==> src/rtl/gpio_irq_pkg.sv <==
package gpio_irq_pkg;
  localparam int unsigned ADDR_W = 8;
  localparam int unsigned DATA_W = 32;
  localparam int unsigned CODE_W = 4;

  typedef enum logic [CODE_W-1:0] {
    SNS_RISE = 4'h8,
    SNS_FALL = 4'h9,
    SNS_HIGH = 4'hA,
    SNS_LOW  = 4'hB,
    SNS_BOTH = 4'hC
  } sense_e;

  localparam logic [ADDR_W-1:0] A_IN_EN  = 8'h14;
  localparam logic [ADDR_W-1:0] A_EN_SET = 8'h18;
  localparam logic [ADDR_W-1:0] A_EN_CLR = 8'h1C;
  localparam logic [ADDR_W-1:0] A_RAW    = 8'h20;
  localparam logic [ADDR_W-1:0] A_MSK    = 8'h24;
  localparam logic [ADDR_W-1:0] A_ACK    = 8'h28;
  localparam logic [ADDR_W-1:0] A_SNS0   = 8'h40;
endpackage

==> src/rtl/gpio_irq_pin_det.sv <==
module gpio_irq_pin_det
  import gpio_irq_pkg::*;
(
  input  logic              clk_i,
  input  logic              rst_ni,
  input  logic              lvl_i,
  input  logic [CODE_W-1:0] mode_i,
  output logic              hit_o
);
  logic lvl_q;

  always_ff @(posedge clk_i or negedge rst_ni) begin
    if (!rst_ni) lvl_q <= 1'b0;
    else         lvl_q <= lvl_i;
  end

  always_comb begin
    unique case (mode_i)
      SNS_RISE: hit_o = lvl_i & ~lvl_q;
      SNS_FALL: hit_o = ~lvl_i & lvl_q;
      SNS_HIGH: hit_o = lvl_i;
      SNS_LOW:  hit_o = ~lvl_i;
      SNS_BOTH: hit_o = lvl_i ^ lvl_q;
      default:  hit_o = 1'b0;
    endcase
  end
endmodule

==> src/rtl/gpio_irq_regs.sv <==
module gpio_irq_regs
  import gpio_irq_pkg::*;
#(
  parameter int unsigned N_PINS = 32
) (
  input  logic                     clk_i,
  input  logic                     rst_ni,
  input  logic                     req_i,
  input  logic                     we_i,
  input  logic [ADDR_W-1:0]        addr_i,
  input  logic [DATA_W-1:0]        wdata_i,
  input  logic [N_PINS-1:0]        hit_i,
  output logic [DATA_W-1:0]        rdata_o,
  output logic [N_PINS-1:0]        in_en_o,
  output logic [N_PINS-1:0]        pend_o,
  output logic [N_PINS-1:0]        ien_o,
  output logic [N_PINS*CODE_W-1:0] mode_o
);
  localparam int unsigned PER_REG = DATA_W / CODE_W;
  localparam int unsigned N_REGS  = (N_PINS + PER_REG - 1) / PER_REG;

  logic [N_PINS-1:0]             in_en_q, ien_q, pend_q, ack;
  logic [N_REGS-1:0][DATA_W-1:0] sns_q;
  logic                          wr, rd;

  assign wr  = req_i & we_i;
  assign rd  = req_i & ~we_i;
  assign ack = (wr && addr_i == A_ACK) ? wdata_i[N_PINS-1:0] : '0;

  always_ff @(posedge clk_i or negedge rst_ni) begin
    if (!rst_ni) begin
      in_en_q <= '0;
      ien_q   <= '0;
      pend_q  <= '0;
    end else begin
      // detection in the same cycle beats the acknowledge
      pend_q <= (pend_q & ~ack) | hit_i;
      if (wr && addr_i == A_IN_EN)  in_en_q <= wdata_i[N_PINS-1:0];
      if (wr && addr_i == A_EN_SET) ien_q   <= ien_q | wdata_i[N_PINS-1:0];
      if (wr && addr_i == A_EN_CLR) ien_q   <= ien_q & ~wdata_i[N_PINS-1:0];
    end
  end

  for (genvar r = 0; r < N_REGS; r++) begin : g_sns
    localparam logic [ADDR_W-1:0] ADDR = A_SNS0 + ADDR_W'(4 * r);
    always_ff @(posedge clk_i or negedge rst_ni) begin
      if (!rst_ni)                   sns_q[r] <= '0;
      else if (wr && addr_i == ADDR) sns_q[r] <= wdata_i;
    end
  end

  always_comb begin
    rdata_o = '0;
    if (rd) begin
      unique case (addr_i)
        A_IN_EN: rdata_o = DATA_W'(in_en_q);
        A_EN_CLR: rdata_o = DATA_W'(ien_q);
        A_RAW:   rdata_o = DATA_W'(pend_q);
        A_MSK:   rdata_o = DATA_W'(pend_q & ien_q);
        default: rdata_o = '0;
      endcase
      for (int r = 0; r < N_REGS; r++) begin
        if (addr_i == A_SNS0 + ADDR_W'(4 * r)) rdata_o = sns_q[r];
      end
    end
  end

  assign in_en_o = in_en_q;
  assign ien_o   = ien_q;
  assign pend_o  = pend_q;
  assign mode_o  = (N_PINS * CODE_W)'(sns_q);
endmodule

==> src/rtl/gpio_irq_detect.sv <==
module gpio_irq_detect
  import gpio_irq_pkg::*;
#(
  parameter int unsigned N_PINS = 32
) (
  input  logic              clk_i,
  input  logic              rst_ni,
  input  logic [N_PINS-1:0] pin_i,
  input  logic              req_i,
  input  logic              we_i,
  input  logic [ADDR_W-1:0] addr_i,
  input  logic [DATA_W-1:0] wdata_i,
  output logic [DATA_W-1:0] rdata_o,
  output logic              irq_lo_o,
  output logic              irq_hi_o
);
  localparam int unsigned HALF = N_PINS / 2;

  logic [N_PINS-1:0]        det, hit, in_en, pend, ien, msk;
  logic [N_PINS*CODE_W-1:0] mode;

  for (genvar p = 0; p < N_PINS; p++) begin : g_pin
    gpio_irq_pin_det u_det (
      .clk_i  (clk_i),
      .rst_ni (rst_ni),
      .lvl_i  (pin_i[p]),
      .mode_i (mode[p*CODE_W +: CODE_W]),
      .hit_o  (det[p])
    );
  end

  assign hit = det & in_en;

  gpio_irq_regs #(.N_PINS(N_PINS)) u_regs (
    .clk_i   (clk_i),
    .rst_ni  (rst_ni),
    .req_i   (req_i),
    .we_i    (we_i),
    .addr_i  (addr_i),
    .wdata_i (wdata_i),
    .hit_i   (hit),
    .rdata_o (rdata_o),
    .in_en_o (in_en),
    .pend_o  (pend),
    .ien_o   (ien),
    .mode_o  (mode)
  );

  assign msk      = pend & ien;
  assign irq_lo_o = |msk[HALF-1:0];
  assign irq_hi_o = |msk[N_PINS-1:HALF];
endmodule

==> config.mk <==
export PLATFORM = sky130hd
export DESIGN_NAME = gpio_irq_detect
export DESIGN_NICKNAME = d
export VERILOG_FILES = /design/src/rtl/gpio_irq_pkg.sv /design/src/rtl/gpio_irq_pin_det.sv /design/src/rtl/gpio_irq_regs.sv /design/src/rtl/gpio_irq_detect.sv
export SDC_FILE = /design/constraint.sdc
export NUM_CORES = 1
export LEC_CHECK = 0
export CORE_UTILIZATION = 40
export DETAILED_ROUTE_END_ITERATION = 7
export GPL_TIMING_DRIVEN = 1
export PLACE_DENSITY = 0.6
export SYNTH_ARGS = -nofsm -noshare
export SYNTH_HDL_FRONTEND = slang
export SYNTH_HIERARCHICAL = 1
export SYNTH_SLANG_ARGS = --single-unit
==> constraint.sdc <==
create_clock -name clk_i -period 4.6 [get_ports clk_i]
set_input_delay 1.38 -clock clk_i [delete_from_list [all_inputs] [get_ports clk_i]]
set_output_delay 1.38 -clock clk_i [all_outputs]
set_load 0.005 [all_outputs]
======== Yosys cells after proc, flatten, opt, wreduce, memory -nomap -nowiden ========
Index checks and enable logic that the tools add are counted.
storage, ports and cells
  latch bits .............................. 0
  ROM bits ................................ 0
  memory bits (writable) .................. 0
  register bits ........................... 256
  memories kept ........................... 0
operators by class
  multipliers ............................. 0
  eq/ne operators ......................... 170
  muxes and demuxes ....................... 41
  add/sub/neg operators ................... 0
  shift-type cells ........................ 0
  bitwise gates (word level) .............. 171
  div/mod/pow operators ................... 0
  reductions and logical operators ........ 11
  order comparisons ....................... 0
operator list
  operator              count
  $eq A4 B4 Y1 const B  160
  $mux W32              8
  $pmux W1 S5           32
  $and A32 B32 Y32      4
  $pmux W32 S4          1
  $and A1 B1 Y1         66
  $not A1 Y1            65
  $not A32 Y32          2
  $or A32 B32 Y32       2
  $eq A8 B7 Y1 const B  4
  $reduce_or A16 Y1     2
  $xor A1 B1 Y1         32
  $eq A8 B5 Y1 const B  3
  $eq A8 B6 Y1 const B  3
  $logic_and A1 B1 Y1   8
  $reduce_bool A2 Y1    1

======== Longest topological paths before layout ========
Gate-level depths: netlist (run 1).
  word-level depth ........................ 7
  mapped depth ............................ 7
  depth with buffers taken out ............ 7

======== By module ========
The synthesis (run 1) kept the hierarchy.
by module, submodules not included
  module            instances  area each (sq um)  cells an instance  sequential area each (sq um)
  gpio_irq_regs     1          11,332.1           978                5,605.4
  gpio_irq_pin_det  32         115.1              14                 25.0
  gpio_irq_detect   1          402.9              50                 0.0

======== Worst setup path before layout (run 1) ========
OpenSTA, ideal clock, no wires.
  path type ............................... input -> output
  start ................................... input addr_i[5]
  end ..................................... output rdata_o[23]
  stages on the path ...................... 6
  data required time ...................... 3,220 ps
  data arrival time ....................... 3,020 ps
  setup slack ............................. 200 ps
  path buffers ............................ 2
  cell sequence ........................... or4b_1 clkbuf_1 nor3_2 buf_2 a22oi_1 a221oi_1
on the way
  word-level cells in the longest chain between the ends .. 7
  elaborated cells between the ends (all ways) .. 14
  those cells by class .................... 8 x eq/ne; 6 x mux
RTL lines
  what                                          RTL line               source
  start, declared                               gpio_irq_detect.sv:11  input logic [ADDR_W-1:0] addr_i,
  $eq A8 B6 Y1 or $eq A8 B5 Y1 (tied branches)  gpio_irq_regs.sv:55    unique case (addr_i)
  $pmux W32 S4                                  gpio_irq_regs.sv:55
  $mux W32 (3 in series)                        gpio_irq_regs.sv:63    if (addr_i == A_SNS0 + ADDR_W'(4 * r)) rdata_o = sns_q[r];
  $mux W32 (*)                                  gpio_irq_regs.sv:63
  $mux W32 (*)                                  gpio_irq_regs.sv:54    if (rd) begin
  end, declared                                 gpio_irq_detect.sv:13  output logic [DATA_W-1:0] rdata_o,
Every way passes the cells marked *; elsewhere a longest branch is shown, timed or not.

======== Worst setup path in the final report (run 1) ========
  start ................................... input addr_i[4]
  end ..................................... output rdata_o[15]
Same word-level chain as after synthesis.

==> metrics.md, run 1 <==
| Metric | Value |
|---|---|
| Global route overflow | 0 |
| Final setup skew | 0.0154 ns |
| Clk buf depth | 3 |
| Clk sinks | 256 |
| Worst-Margin Slew | 0.832 ns |
| Tmin final | 4.67 ns |
| Post-synth ARST share | 100% |
| Yosys reg bits | 256 |
| Slowest-stage cell, CP | or4b_4 |
| Routed Antenna Nets | 0 |
| Row cnt | 71 |
| 1st-iter DRT viols | 947 |
| Largest stage delay, worst path | 0.59 ns |
| Top FF cell, synth | dfrtp_1 |
| Register Area | 6410 sq um |
| Top Metal Used | met4 |
| Largest net degree at the start of global routing | 105 |
| Synth unique cells | 53 |
| Setup Crit Path Kind | input pin to output pin |
| Die Y | 198 um |
| HPWL Detailed | 33600 um |
| Register area share after synthesis | 41.5% |
| Crit start category | input pin |
| Final setup vio count | 6 |
| Place WS | -0.970 ns |
| Multi-input gate area | 9100 sq um |
| WL final | 50300 um |
| Bufs and invs on worst path | 5 |
| Filler cells | 3295 |
| Slew margin rel. | 44.5% |
| Met3 Wirelength | 3010 um |
| Worst skew pair latency | 0.56 ns |
| RSZ-0062 raised after global routing | yes |
| Crit-path cells | buf_8, or4b_4, buf_12, buf_16, buf_6, nor2_2, a221oi_2, o31ai_2, buf_2 |
| Avg Vias per Cell | 5.69 |
| Worst VDD drop | 0.295 mV |
| CP arrival | 3.29 ns |
| Worst-path clk slew | 0.06 ns |
| Metal2 WL | 23200 um |
| Gate Count Post-Synth | 1476 |
| Layout cells sized above 1 | 32.3% |
| H-tree Lvls | 1 |
| Max FO, Critical Path | 5 |
| First-pass GRT wire length | 76900 um |
| PortBufs | 109 |
| Initial antenna violation count | 2 |
| Number of synthesized flops with an enable pin | 0 |
| Total GRT Usage | 25.8% |
| Vias in the first global route | 12545 |
| Via count | 12604 |
| Avg Cell Area, Syn | 10.4 sq um |
| Synthesis Warnings | 6 |
| Synth Net Count | 1616 |
| DRT Pass-1 Iters | 5 |
| DR WL/cell | 22.7 um |
| Endpoint class of the critical path | output pin |
| Remaining DRCs | 0 |
| Hold violation count in the final report | 0 |
| Metal-1 WL | 22400 um |
| CTS root buf | clkbuf_16 |
| RePlAce Congestion | 0.842 |
| CP delay by family, top | buffers and inverters |
| Worst hold path class | flop to flop |
| Die width | 198 um |
| Mapped Area | 15400 sq um |
| CORE AREA | 37800 sq um |
| Period utilization | 101% |
| Cell area power density | 265 nW/um^2 |
| Fmax | 0.214 GHz |
| I/O pins | 110 |
| Worst Slack Setup Final | -0.0665 ns |
| P&R area growth vs syn | 30.3% |
| Die area | 39300 sq um |
| Max Slew Vio Count | 0 |
| Failing checks | setup timing |
| MaxCap Viol Count | 0 |
| CTS tree | built |
| Status | finished with violations |
| CTS Buf Count | 30 |
| Setup TNS | -0.247 ns |
| Leak pwr | 9.44 nW |
| Final #Nets | 1821 |
| Initial Util | 40.8% |
| Hold slack | 0.521 ns |
| Critical Path RT | 3.22 ns |
==> stage by stage <==
stage	utilization [%]	total power, mW	instance area (sq um)	std cells
2_1_floorplan	-	2.63	15400	1476
3_3_place_gp	47.3	2.92	17800	2115
3_5_place_dp	47.3	2.93	17800	2115
4_1_cts	52.4	5.36	19800	2203
5_1_grt	53.2	5.52	20100	2212
6_report	53.2	5.33	20100	2214
==> synthesized netlist by cell type, drive strengths merged (2+ instances only) <==
cell     number  share of area, %
dfrtp       256                42
mux2        208                16
nand2       113               2.8
inv          84               2.0
nor2b        65               2.6
ha           64               5.2
o21ai        61               2.0
clkbuf       53               1.3
a21oi        49               1.6
o211ai       49               2.4
nor2         46               1.1
nand2b       39               1.6
mux2i        34               2.2
nor3         34               1.2
and2         33               1.3
a21o         32               1.6
and3b        32               1.8
xor2         32               1.8
buf          30               1.0
a221oi       27               1.9
a22oi        22               1.1
o32ai        22               1.2
o22ai        16              0.65
a31oi        11              0.45
a22o          8              0.45
o221a         8              0.58
o2111ai       7              0.40
o31ai         7              0.34
a211o         5              0.28
or4b          4              0.26
nand4         3              0.12
nor3b         3              0.18
nor4          3              0.24
nor4b         3              0.21
a2bb2oi       2              0.11
a311oi        2              0.11
nand3b        2             0.097
or3           2             0.081
or3b          2              0.11
==> routing by layer <==
layer	up-vias	track usage, %
li1	5729	-
met1	6372	36.2
met2	424	40.2
met3	79	3.68
met4	0	9.16
met5	-	0
==> worst reg2reg max path: stages (launching register included) <==
cell and delay, ns:
dfrtp_1 0.51, xor2_1 0.18, a21oi_1 0.09, o21ai_1 0.57, and2_1 0.22, a21o_1 0.09
==> logic make-up after synthesis <==
kind of cell             Yosys count  share of synthesized area (%)
AND/OR/NAND/NOR                  386                           13.8
AO/OA/AOI/OAI                    329                           15.1
flip-flops                       256                           41.5
multiplexers                     242                           18.1
buffers and inverters            167                           4.34
adder cells (fa/ha/maj)           64                           5.19
XOR/XNOR                          32                           1.82
==> final timing paths <==
path                            slack, ns  cells past startpoint              start                     to
min in group asynchronous            0.89                      1             rst_ni  g_pin[30].u_det/lvl_q
worst max register to register       2.87                      5  u_regs/mode_o[96]      u_regs/pend_o[24]
worst min-delay path                 0.52                      1   u_regs/pend_o[0]       u_regs/pend_o[0]
worst max-delay path                -0.07                      9          addr_i[4]            rdata_o[15]
max in group asynchronous            2.89                      2             rst_ni     u_regs/mode_o[115]
worst min register to register       0.52                      1   u_regs/pend_o[0]       u_regs/pend_o[0]
==> placed cells by master, fill, tap and decap left out, types with 31 or more instances in the layout <==
master             n
buf_4             98
clkbuf_16         31
nor2b_1           64
ha_1              64
nand2_1          112
a21oi_1           48
nor2_1            42
dfrtp_1          256
o211ai_1          49
mux2_2           169
mux2i_1           34
o21ai_1           38
clkdlybuf4s50_1   68
a21o_1            32
and3b_1           32
xor2_1            32
nand2b_1          39
and2_1            33
inv_1             83
==> final cells by class <==
class,count,share of cell area [%]
antenna,2,0.0249
clock buffer,46,4.44
clock inverter,6,0.399
inverter,84,1.57
multi-input combinational,1053,45.3
sequential,256,31.9
tap,511,3.18
timing repair buffer,256,13.2
==> power by group <==
group	total (mW)	internal (mW)	switching, mW
Sequential	2.38	2.31	0.0699
Clock	2.37	1.43	0.946
Combinational	0.575	0.258	0.317
==> repair_timing <==
| item | 4_1_cts | 5_1_grt |
|---|---|---|
| hold buffers | 0 | 0 |
| resized for setup | 245 | 66 |
| cloned | 9 | 0 |
| buffers inserted | 29 | 14 |
| endpoints found under the setup margin | 32 | 29 |
| pin swaps | 61 | 52 |
(Power assumes the default switching activity.)
==> run 2: changes to the inputs <==
Settings changed: PLACE_DENSITY 0.6 to 0.62.
Clock period 4.6 ns to 3.8 ns, I/O delays scaled along.
==> metrics.md, run 2 (same netlist as run 1, synthesis figures left out) <==
| Metric | Value |
|---|---|
| Final #Nets | 1819 |
| Cell area power density | 327 nW/um^2 |
| Die Y | 198 um |
| GRT Max-Usage Layer | met2 |
| Worst hold path class | flop to flop |
| RSZ-0062 raised after global routing | yes |
| Reg-to-reg critical path endpoint | u_regs/pend_o[24] |
| 1st-iter DRT viols | 925 |
| P&R area growth vs syn | 32.0% |
| Final setup vio count | 32 |
| PortBufs | 109 |
| Setup Crit Path Kind | input pin to output pin |
| Cells on worst reg2reg path | 6 |
| Initial antenna violation count | 5 |
| Worst skew pair latency | 0.57 ns |
| Commonest non-fill, non-tap cells in the layout | dfrtp_1, mux2_2, nand2_1 |
| I/O pins | 110 |
| Global route overflow | 0 |
| WL final | 49200 um |
| Total GRT Usage | 25.2% |
| FF-to-FF Start | g_pin[24].u_det/lvl_q |
| Crit-path cells | buf_4, buf_6, nor4b_4, buf_4, buf_6, nand4_1, buf_12, buf_6, buf_12, o221a_4, buf_6 |
| Met3 Usage GRT | 5.89% |
| Hold slack | 0.528 ns |
| Leak pwr | 9.54 nW |
| CTS Buf Count | 31 |
| Clk buf depth | 3 |
| Die width | 198 um |
| Fin util | 53.9% |
| Slowest-stage cell, CP | nor4b_4 |
| Critical Path RT | 2.66 ns |
| Routed Antenna Nets | 0 |
| Commonest non-fill, non-tap cell in the layout | dfrtp_1 |
| Met2 usage | 39.6% |
| Worst VDD drop | 0.368 mV |
| MaxCap Viol Count | 0 |
| Avg Vias per Cell | 5.70 |
| CORE AREA | 37800 sq um |
| First-pass GRT wire length | 75200 um |
| Final instance area | 20400 sq um |
| Most frequent CP cell | buf_6 |
| R2r setup slk | 2.15 ns |
| DRT Pass-1 Iters | 5 |
| Max Slew Vio Count | 0 |
| Post-DP Area | 17900 sq um |
| Crit start category | input pin |
| Hold violation count in the final report | 0 |
| Layout cells sized above 1 | 33.1% |
| Max FO, Critical Path | 5 |
| Worst Slack Setup Final | -0.361 ns |
| Initial Util | 40.8% |
| CTS tree | built |
| Worst-path clk slew | 0.06 ns |
| Fin cells | 2217 |
| DR WL/cell | 22.2 um |
| Final setup skew | 0.0170 ns |
| M1 GR Usage | 33.0% |
| Slew margin rel. | 48.6% |
| Vias in the first global route | 12493 |
| CTS root buf | clkbuf_16 |
| Via count | 12630 |
| Failing checks | setup timing |
| Clk sinks | 256 |
| Worst Setup SP | addr_i[5] |
| CP endpoint | rdata_o[6] |
| Status | finished with violations |
| RePlAce Congestion | 0.857 |
| Filler cells | 3253 |
| Largest net degree at the start of global routing | 91 |
| H-tree Lvls | 1 |
| Remaining DRCs | 0 |
| Tmin final | 4.16 ns |
| Worst-Margin Slew | 0.771 ns |
| Fmax | 0.240 GHz |
| CP arrival | 3.02 ns |
| Period utilization | 109% |
| Row cnt | 71 |
| Endpoint class of the critical path | output pin |
| Die area | 39300 sq um |
| Largest stage delay, worst path | 0.30 ns |
| HPWL Detailed | 33400 um |
| Inst Count DP | 2115 |
==> run 2: changes by cell type in the layout (fill, tap and decap cells not counted), moves of 5 or more <==
| cell | previous run | this run |
|---|---|---|
| a221oi_1 | 3 | 8 |
| a221oi_2 | 24 | 19 |
| buf_4 | 98 | 92 |
| buf_6 | 22 | 36 |
| nor3_2 | 19 | 14 |
| o21ai_0 | 19 | 11 |
| o21ai_1 | 38 | 43 |
| o221a_2 | 8 | 2 |
| o221a_4 | 0 | 6 |
| o32ai_2 | 16 | 11 |
| o32ai_4 | 5 | 11 |
==> run 2: critical path, delay by kind of cell <==
family	cells	cell delay (ns)
compound gates	1	0.26
buf+inv	8	1.13
simple gates	2	0.49
==> run 2: final cells by class <==
class / count / area (sq um) / area share, %
multi-input cells: 1053 / 9280 / 45.6
flip-flops and latches: 256 / 6410 / 31.5
repair buffers: 253 / 2640 / 12.9
clock buffers: 47 / 936 / 4.60
well taps: 511 / 639 / 3.14
inverters: 84 / 315 / 1.55
clock inverters: 10 / 131 / 0.645
diodes: 3 / 7.51 / 0.0369
==> run 2: layer usage <==
metal / vias to the layer above / wire (um)
li1: 5748 / -
met1: 6391 / 21200
met2: 382 / 22900
met3: 103 / 3160
met4: 6 / 1950
met5: - / 36
==> run 2: worst min-delay path by stage <==
stage,start,endpoint,slack [ns],cells after the start
5_1_grt,u_regs/in_en_o[26],u_regs/in_en_o[26],0.54,1
4_1_cts,u_regs/pend_o[27],u_regs/pend_o[27],0.52,1
2_1_floorplan,u_regs/pend_o[10],u_regs/pend_o[10],0.47,1
6_report,u_regs/in_en_o[11],u_regs/in_en_o[11],0.53,1
3_3_place_gp,u_regs/pend_o[29],u_regs/pend_o[29],0.49,1
3_5_place_dp,u_regs/pend_o[5],u_regs/pend_o[5],0.51,1
==> run 2: power breakdown <==
| part | total [mW] | switching, mW | internal (mW) |
|---|---|---|---|
| sequential | 2.89 | 0.0840 | 2.80 |
| combinational | 0.690 | 0.386 | 0.305 |
| clock | 3.08 | 1.19 | 1.89 |
==> run 2: through the flow <==
| step | setup TNS, ns | power, mW | worst slack (ns) |
|---|---|---|---|
| after global routing | -10.61 | 6.89 | -0.422 |
| final | -9.39 | 6.66 | -0.361 |
| after CTS | -9.14 | 6.70 | -0.387 |
| after detailed placement | -37.48 | 3.55 | -1.20 |
| after floorplan | -0.241 | 3.18 | -0.0224 |
| after global placement | -35.96 | 3.53 | -1.13 |
==> run 2: timing repair <==
action	4_1_cts	5_1_grt
pin swaps	87	49
cloned	7	0
endpoints found under the setup margin	32	32
setup buffers	43	1
gates resized for setup	315	48
hold buffers	0	0
